[src/rtl/fir_pkg.sv]
package fir_pkg;
  // Tag travelling with each tap through the read and multiply stages
  typedef struct packed {
    logic valid;
    logic last;
  } tap_tag_t;
endpackage

[src/rtl/fir_addr_seq.sv]
module fir_addr_seq
  import fir_pkg::*;
#(
  parameter int ADDR_W   = 10,
  parameter int NUM_TAPS = 20
) (
  input  logic              clk,
  input  logic              rst,
  input  logic              launch,
  input  logic              reverse,
  input  logic [ADDR_W-1:0] data_base,
  input  logic [ADDR_W-1:0] coef_base,
  output logic              rd_en,
  output logic [ADDR_W-1:0] data_addr,
  output logic [ADDR_W-1:0] coef_addr,
  output tap_tag_t          tag
);
  localparam int CNT_W = (NUM_TAPS > 1) ? $clog2(NUM_TAPS) : 1;
  localparam logic [CNT_W-1:0] LAST_IDX = CNT_W'(NUM_TAPS - 1);

  logic             issuing;
  logic             dir_rev;
  logic [CNT_W-1:0] cnt;
  logic             at_last;

  assign at_last = (cnt == LAST_IDX);

  always_ff @(posedge clk) begin
    if (rst) begin
      issuing   <= 1'b0;
      dir_rev   <= 1'b0;
      cnt       <= '0;
      data_addr <= '0;
      coef_addr <= '0;
    end else if (launch) begin
      issuing   <= 1'b1;
      dir_rev   <= reverse;
      cnt       <= '0;
      data_addr <= data_base;
      coef_addr <= coef_base;
    end else if (issuing) begin
      if (at_last) begin
        issuing <= 1'b0;
      end else begin
        cnt       <= cnt + 1'b1;
        data_addr <= data_addr + 1'b1;
        // a single adder whose operand is chosen: one step per tap, never both
        coef_addr <= coef_addr + (dir_rev ? {ADDR_W{1'b1}} : ADDR_W'(1));
      end
    end
  end

  assign rd_en     = issuing;
  assign tag.valid = issuing;
  assign tag.last  = issuing && at_last;

  // data address steps up by one on every tap after the first
  p_data_step_r2: assert property (@(posedge clk) disable iff (rst)
    (issuing && $past(issuing)) |-> (data_addr == $past(data_addr) + 1'b1));

  // coefficient address moves exactly one word in the chosen direction
  p_coef_step_r3: assert property (@(posedge clk) disable iff (rst)
    (issuing && $past(issuing) && dir_rev) |-> (coef_addr == $past(coef_addr) - 1'b1));
  p_coef_fwd_r3: assert property (@(posedge clk) disable iff (rst)
    (issuing && $past(issuing) && !dir_rev) |-> (coef_addr == $past(coef_addr) + 1'b1));

  // the coefficient address never stalls inside a run
  p_no_stall_r4: assert property (@(posedge clk) disable iff (rst)
    (issuing && $past(issuing)) |-> (coef_addr != $past(coef_addr)));

  // a run ends only after the last tap index was issued
  p_run_len_r1: assert property (@(posedge clk) disable iff (rst)
    $fell(issuing) |-> ($past(cnt) == LAST_IDX));

  p_cnt_range_r1: assert property (@(posedge clk) disable iff (rst)
    cnt <= LAST_IDX);

  // the top never relaunches while reads are still being issued
  p_no_relaunch_r8: assert property (@(posedge clk) disable iff (rst)
    launch |-> !issuing);
endmodule

[src/rtl/fir_mac_pipe.sv]
module fir_mac_pipe
  import fir_pkg::*;
#(
  parameter int DATA_W = 32,
  parameter int ACC_W  = 64,
  parameter int SHIFT  = 22
) (
  input  logic                     clk,
  input  logic                     rst,
  input  logic                     clear,
  input  tap_tag_t                 tag_in,
  input  logic signed [DATA_W-1:0] sample,
  input  logic signed [DATA_W-1:0] coef,
  output logic        [DATA_W-1:0] result,
  output logic                     done
);
  localparam int PROD_W = 2 * DATA_W;
  localparam int MSB    = SHIFT + DATA_W - 1;

  tap_tag_t                 tag_rd;
  tap_tag_t                 tag_mul;
  logic signed [PROD_W-1:0] prod;
  logic signed [ACC_W-1:0]  acc;
  logic signed [ACC_W-1:0]  sum;

  // Stage 1: align the tag with the memory read latency
  always_ff @(posedge clk) begin
    if (rst) tag_rd <= '0;
    else     tag_rd <= tag_in;
  end

  // Stage 2: full-precision signed product
  always_ff @(posedge clk) begin
    if (rst) begin
      tag_mul <= '0;
      prod    <= '0;
    end else begin
      tag_mul <= tag_rd;
      if (tag_rd.valid) prod <= sample * coef;
    end
  end

  assign sum = acc + ACC_W'(prod);

  // Stage 3: accumulate and publish the scaled word
  always_ff @(posedge clk) begin
    if (rst) begin
      acc    <= '0;
      result <= '0;
      done   <= 1'b0;
    end else begin
      done <= tag_mul.valid && tag_mul.last;
      if (clear) begin
        acc <= '0;
      end else if (tag_mul.valid) begin
        acc <= sum;
        if (tag_mul.last) result <= sum[MSB:SHIFT];
      end
    end
  end

  // done lasts one cycle
  p_done_pulse_r1: assert property (@(posedge clk) disable iff (rst)
    done |=> !done);

  // a clear never collides with a tap still in flight
  p_clear_idle_r7: assert property (@(posedge clk) disable iff (rst)
    clear |-> (!tag_mul.valid && !tag_rd.valid));

  // result only changes together with done
  p_result_hold_r6: assert property (@(posedge clk) disable iff (rst)
    !done |-> $stable(result));
endmodule

[src/rtl/fir_phase_mac.sv]
module fir_phase_mac
  import fir_pkg::*;
#(
  parameter int DATA_W   = 32,
  parameter int ACC_W    = 64,
  parameter int ADDR_W   = 10,
  parameter int SEL_W    = 16,
  parameter int DIR_BIT  = 8,
  parameter int NUM_TAPS = 20,
  parameter int SHIFT    = 22
) (
  input  logic              clk,
  input  logic              rst,
  input  logic              start,
  input  logic [SEL_W-1:0]  phase_sel,
  input  logic [ADDR_W-1:0] data_base,
  input  logic [ADDR_W-1:0] coef_base,
  output logic              data_rd_en,
  output logic [ADDR_W-1:0] data_addr,
  input  logic [DATA_W-1:0] data_rd_data,
  output logic              coef_rd_en,
  output logic [ADDR_W-1:0] coef_addr,
  input  logic [DATA_W-1:0] coef_rd_data,
  output logic [DATA_W-1:0] result,
  output logic              done
);
  logic     busy;
  logic     launch;
  logic     rd_en;
  logic     unused_sel_bits;
  tap_tag_t tag_issue;

  // only the direction bit is decoded
  assign unused_sel_bits = ^phase_sel;

  assign launch = start && (!busy || done);

  always_ff @(posedge clk) begin
    if (rst)         busy <= 1'b0;
    else if (launch) busy <= 1'b1;
    else if (done)   busy <= 1'b0;
  end

  fir_addr_seq #(
    .ADDR_W   (ADDR_W),
    .NUM_TAPS (NUM_TAPS)
  ) i_seq (
    .clk       (clk),
    .rst       (rst),
    .launch    (launch),
    .reverse   (phase_sel[DIR_BIT]),
    .data_base (data_base),
    .coef_base (coef_base),
    .rd_en     (rd_en),
    .data_addr (data_addr),
    .coef_addr (coef_addr),
    .tag       (tag_issue)
  );

  assign data_rd_en = rd_en;
  assign coef_rd_en = rd_en;

  fir_mac_pipe #(
    .DATA_W (DATA_W),
    .ACC_W  (ACC_W),
    .SHIFT  (SHIFT)
  ) i_mac (
    .clk    (clk),
    .rst    (rst),
    .clear  (launch),
    .tag_in (tag_issue),
    .sample ($signed(data_rd_data)),
    .coef   ($signed(coef_rd_data)),
    .result (result),
    .done   (done)
  );

  // done only appears inside an accepted run
  p_done_busy_r1: assert property (@(posedge clk) disable iff (rst)
    done |-> busy);

  // a start seen while busy and not done leaves the read stream untouched
  p_ignore_start_r8: assert property (@(posedge clk) disable iff (rst)
    (start && busy && !done && rd_en) |=> (data_addr == $past(data_addr) + 1'b1) || !rd_en);
endmodule

[config.mk]
export PLATFORM = sky130hd
export DESIGN_NAME = fir_phase_mac
export DESIGN_NICKNAME = d
export VERILOG_FILES = /design/src/rtl/fir_pkg.sv /design/src/rtl/fir_addr_seq.sv /design/src/rtl/fir_mac_pipe.sv /design/src/rtl/fir_phase_mac.sv
export SDC_FILE = /design/constraint.sdc
export NUM_CORES = 2
export LEC_CHECK = 0
export BUFFER_PORTS_ARGS = -buffer_cell sky130_fd_sc_hd__buf_4
export CAP_MARGIN = 20
export CORE_UTILIZATION = 30
export CTS_CLUSTER_SIZE = 40
export DETAILED_ROUTE_END_ITERATION = 8
export GPL_TIMING_DRIVEN = 0
export SYNTH_ARGS = -nofsm -noshare
export SYNTH_HDL_FRONTEND = slang
export SYNTH_SLANG_ARGS = --single-unit
[constraint.sdc]
create_clock -name clk -period 10.9 [get_ports clk]
set_input_delay 2.18 -clock clk [delete_from_list [all_inputs] [get_ports clk]]
set_output_delay 2.18 -clock clk [all_outputs]
set_load 0.01 [all_outputs]
# ---- Yosys cells after proc, flatten, opt, wreduce, memory -nomap -nowiden
# Index checks and enable logic that the tools add are counted.
# W data, S select, Z words.
dict set report op_classes {
  n_eq_ne 2
  mul 1
  n_shift 0
  bitwise_logic 2
  mux 12
  addsub 4
  magnitude_cmp 0
  reduce_logical 11
  div 0
}
# cell count
set ops {}
lappend ops {{$mux W10} 7}
lappend ops {{$add A64 B64 Y64} 1}
lappend ops {{$mul A32 B32 Y64} 1}
lappend ops {{$add A10 B1 Y10 const B} 1}
lappend ops {{$add A10 B10 Y10} 1}
lappend ops {{$add A5 B1 Y5 const B} 1}
lappend ops {{$eq A5 B5 Y1 const B} 1}
lappend ops {{$mux W1} 5}
lappend ops {{$reduce_and A2 Y1} 2}
lappend ops {{$reduce_bool A2 Y1} 2}
lappend ops {{$logic_and A1 B1 Y1} 3}
lappend ops {{$reduce_and A3 Y1} 1}
lappend ops {{$ne A2 B1 Y1 const B} 1}
lappend ops {{$not A1 Y1} 2}
lappend ops {{$reduce_or A2 Y1} 1}
lappend ops {{$logic_not A1 Y1} 1}
lappend ops {{$logic_or A1 B1 Y1} 1}
dict set report totals {
  mem_bits_rw 0
  latchBits 0
  rom_bits 0
  memories 0
  regBits 193
  in_bits 103
}

# ---- Logic depth before layout (Yosys ltp)
dict set report logic_depth {
  depth_word 5
  ltp_mapped 29
  ltp_nobuf 27
}

# ---- Hierarchy
# From an unflattened synthesis, not the netlist that was laid out.
dict set report hier_totals {
  cells_unflattened 4690
  area_unflattened_um2 42321.8
}
# module cells_each area_per_inst_um2 seq_area_each_um2 instances
set by_module_without_submodules {}
lappend by_module_without_submodules {fir_mac_pipe 4475 40495.1 2902.8 1}
lappend by_module_without_submodules {fir_addr_seq 209 1764.2 540.5 1}
lappend by_module_without_submodules {fir_phase_mac 6 62.6 20.0 1}

# ---- Worst setup path after synthesis
# OpenSTA, ideal clock, no wires.
dict set report synth_path {
  path_kind {input to register}
  start {input port data_rd_data[31]}
  end {register i_mac.prod[53]}
  slack_ps 1576
  cell_stages 25
  arrival_ps 9239
  t_required_ps 10814
  n_path_buf 1
  path_cell_list {clkbuf_1 -> nand2_1 -> inv_1 -> fa_1 -> inv_1 -> fa_1 -> fa_1 -> inv_1 -> fa_1 -> inv_1 -> fa_1 -> inv_1 -> fa_1 -> fa_1 -> fa_1 -> ha_1 -> a211oi_1 -> nand2_1 -> or2_2 -> a2111oi_0 -> a21oi_1 -> a211o_1 -> a21oi_1 -> xnor2_1 -> a211oi_1}
}
dict set report synth_via {
  elab_chain_len 1
}
# element line
set synth_lines {}
lappend synth_lines {{start, declared} fir_phase_mac.sv:20} ;# input logic [DATA_W-1:0] data_rd_data,
lappend synth_lines {{$mul A32 B32 Y64} fir_mac_pipe.sv:39} ;# if (tag_rd.valid) prod <= sample * coef;
lappend synth_lines {{end signal, assigned} fir_mac_pipe.sv:39}
lappend synth_lines {{end, declared} fir_mac_pipe.sv:22} ;# logic signed [PROD_W-1:0] prod;
# Every way passes these cells.
# A chain may end at the register's enable or synchronous reset.

# ---- Worst setup path after layout
dict set report layout_path {
  start {input port data_rd_data[25]}
  end {register i_mac.prod[53]}
}
# The elaborated chain is that of the path after synthesis.

==> results.json <==
{
  "numCtsBuffers": 17,
  "worstPathArrival_ns": 10.94,
  "antenna_found_initial": 19,
  "whs_path_depth": 2,
  "drv_slew": 0,
  "synth_area_um2": 42200,
  "period_needed_ns": 10.64,
  "grt_pass1_vias": 34500,
  "port_buffers": 137,
  "post-place-ws_ns": -0.0957,
  "io_pins": 158,
  "cts_hold_buf": 0,
  "syn_to_final_growth_pct": 9.52,
  "grt.total_usage": 0.204,
  "syn-num-nets": 5952,
  "drtAntennaViolNets": 0,
  "rsz0062_at_grt": "no",
  "synth_area_per_cell_um2": 9.05,
  "async_reset_ff_frac": 0,
  "row_count": 137,
  "stdcell_count": 6710,
  "final_util": 0.331,
  "grt_start_max_net_pins": 20,
  "overflow": 0,
  "fp.dieW_um": 377,
  "regToRegSetupSlack_ns": 7.37,
  "grt_pass1_wl_um": 215000,
  "r2r_cells": 13,
  "place_congestion": 0.978,
  "path_max_fanout": 10,
  "r2r_start": "i_mac.acc[0]",
  "max_freq_ghz": 0.0939,
  "drcViolationCount": 0,
  "setup_ws_ns": 0.256,
  "timing.critical_path.required_ns": 11.19,
  "final_nets": 6106,
  "status": "completed",
  "r2r_end": "i_mac.acc[50]",
  "path_class": "input port to flip-flop",
  "first_pass_iters": 5,
  "wire_per_inst_um": 21.3,
  "dr.first_iter.drc_count": 2483,
  "die-height_um": 377,
  "setup_viol": 0,
  "htree_levels": 4,
  "coreArea_um2": 140000,
  "period_share": 0.977,
  "clkLatencyLatePin_ns": 0.45,
  "min_path_type": "flip-flop to flip-flop",
  "hpwlAfterDp_um": 123000,
  "max-cap-violations": 0,
  "syn_inst": 4659,
  "fin_skew_ns": 0.0189,
  "tightest_slew_ns": 1.10,
  "synth_edf_count": 0,
  "dpl.cell_count": 6672,
  "dieArea_um2": 142000,
  "clock_path_buffers": 2,
  "path_clk_slew_ns": 0.08,
  "synth_warnings": 0,
  "clock-root-buffer": "clkbuf_16",
  "synth.distinct_cells": 87,
  "ys.flop_type": "dfxtp_1",
  "synth_seq_cells": 173,
  "hold_ws_ns": 0.456,
  "initial_core_util": 0.302,
  "startpoint_type": "input port",
  "via_per_inst": 4.90,
  "slew_headroom": 0.269,
  "hold_viol": 0,
  "min_to": "i_mac.result[14]",
  "seq_area_frac_synth": 0.0821,
  "vias": 32900,
  "cts_tree": "built",
  "cts.sinks": 173,
  "drt_wl_total_um": 143000,
  "final_layout_size_suffix_gt1_frac": 0.0452,
  "end_kind": "flip-flop",
  "hold_start": "i_mac.result[14]"
}
==> how the worst max path moves through the flow <==
stage	from	end
3_3_place_gp	coef_rd_data[25]	i_mac.prod[53]
5_1_grt	data_rd_data[25]	i_mac.prod[53]
4_1_cts	coef_rd_data[25]	i_mac.prod[53]
6_report	data_rd_data[25]	i_mac.prod[53]
3_5_place_dp	coef_rd_data[25]	i_mac.prod[53]
2_1_floorplan	data_rd_data[31]	i_mac.prod[53]
==> repair_timing <==
item / in CTS / in global routing
resized for setup: 0 / 4
buffers inserted: 0 / 0
setup endpoints to repair: 0 / 2
==> per-stage QoR <==
stage	cell area, um^2	setup TNS, ns
after detailed placement	45500	-0.0957
after global placement	45500	-0.165
after global routing	46200	0
after CTS	46200	0
final	46200	0
after floorplan	42200	0
==> state kept, by name, summed over array words and instances, names as in the netlist, 2 cells and up <==
register	count
i_mac.prod	54
i_seq.coef_addr	10
i_mac.acc	54
i_seq.cnt	5
i_mac.tag_mul	2
i_seq.data_addr	10
i_mac.result	32
i_mac.tag_rd	2
==> cells by family (layout without fill, tap and decap cells) <==
family,Yosys count,after routing,synth area share
and+or+nand+nor,1501,1501,0.177
buffers and inverters,1159,1326,0.104
DFF,173,173,0.0821
muxes,61,61,0.0145
adders and majority gates,1190,1190,0.523
AOI/OAI and AO/OA,438,438,0.0712
xor gates and xnor gates,137,137,0.0285
other,0,8,0
==> cell type report <==
cell class	instances	area, um^2
Inverter	903	3390
Buffer	254	975
Sequential cell	173	3460
Clock buffer	17	425
Clock inverter	15	199
Fill cell	14600	93300
Multi-Input combinational cell	3327	34300
Timing Repair Buffer	137	1030
Tap cell	1876	2350
Antenna cell	8	20.0
==> Yosys cell counts (5+ instances only) <==
cell | count | share of area
a211o_1 | 5 | 0.0010
a211oi_1 | 40 | 0.0071
a21boi_0 | 5 | 0.00089
a21o_1 | 44 | 0.0078
a21oi_1 | 129 | 0.015
a311oi_1 | 9 | 0.0019
a31oi_1 | 15 | 0.0022
and2_1 | 525 | 0.078
and3_1 | 20 | 0.0030
buf_1 | 11 | 0.00098
buf_2 | 6 | 0.00071
clkbuf_1 | 237 | 0.021
dfxtp_1 | 173 | 0.082
fa_1 | 954 | 0.45
ha_1 | 236 | 0.070
inv_1 | 903 | 0.080
mux2i_1 | 61 | 0.014
nand2_1 | 594 | 0.053
nand2b_1 | 26 | 0.0039
nand3_1 | 33 | 0.0039
nand3b_1 | 15 | 0.0027
nand4_1 | 15 | 0.0022
nor2_1 | 172 | 0.015
nor2b_1 | 33 | 0.0049
nor3_1 | 25 | 0.0030
nor3b_1 | 8 | 0.0014
nor4_1 | 6 | 0.00089
o2111ai_1 | 6 | 0.0012
o211ai_1 | 9 | 0.0016
o21a_1 | 15 | 0.0027
o21ai_0 | 68 | 0.0081
o21ai_1 | 7 | 0.00083
o21bai_1 | 15 | 0.0027
o22ai_1 | 8 | 0.0012
o31ai_1 | 7 | 0.0012
or3_1 | 10 | 0.0015
xnor2_1 | 90 | 0.019
xor2_1 | 47 | 0.0098
==> worst max-delay path: stages <==
cell       delay [ns]
buf_4            0.08
clkbuf_1         0.56
clkbuf_1         0.67
nand2_1          0.19
fa_1             0.57
fa_1             0.55
fa_1             0.52
fa_1             0.52
inv_1            0.06
fa_1             0.62
fa_1             0.45
fa_1             0.51
inv_1            0.06
fa_1             0.47
inv_1            0.04
ha_1             0.26
clkbuf_1         0.32
a21oi_1          0.15
o21ai_0          0.58
a2111oi_0        0.22
a21oi_1          0.44
a211o_1          0.20
a21oi_1          0.07
xnor2_1          0.50
a211oi_1         0.15
==> layout by cell type (no fill, tap or decap), drive strengths merged, types with 7 or more instances in the layout <==
cell type  count
nor3b          8
buf          156
nand4         15
ha           236
dfxtp        173
o21a          15
o21ai         78
or3           10
xor2          47
nand3         34
mux2i         61
diode          8
a2111oi        7
a21o          44
a31oi         16
nand2b        26
nor3          25
and2         525
a311oi        10
clkbuf       252
inv          909
nand2        595
o211ai        10
nand3b        15
a21oi        131
clkinv         7
o31ai          7
and3          21
a211oi        44
o21bai        15
nor2b         33
xnor2         90
nor2         174
fa           954
o22ai          8
==> routing by layer <==
layer / vias up / global-route usage / part of all wire
met5: - / 0 / 0.00019
met4: 4 / 0.100 / 0.055
met3: 310 / 0.0288 / 0.072
met2: 1271 / 0.337 / 0.48
met1: 16900 / 0.261 / 0.40
li1: 14400 / - / -
Power is not shown: default switching activity piles up to over one toggle a cycle in this logic, so the estimate is an artifact.
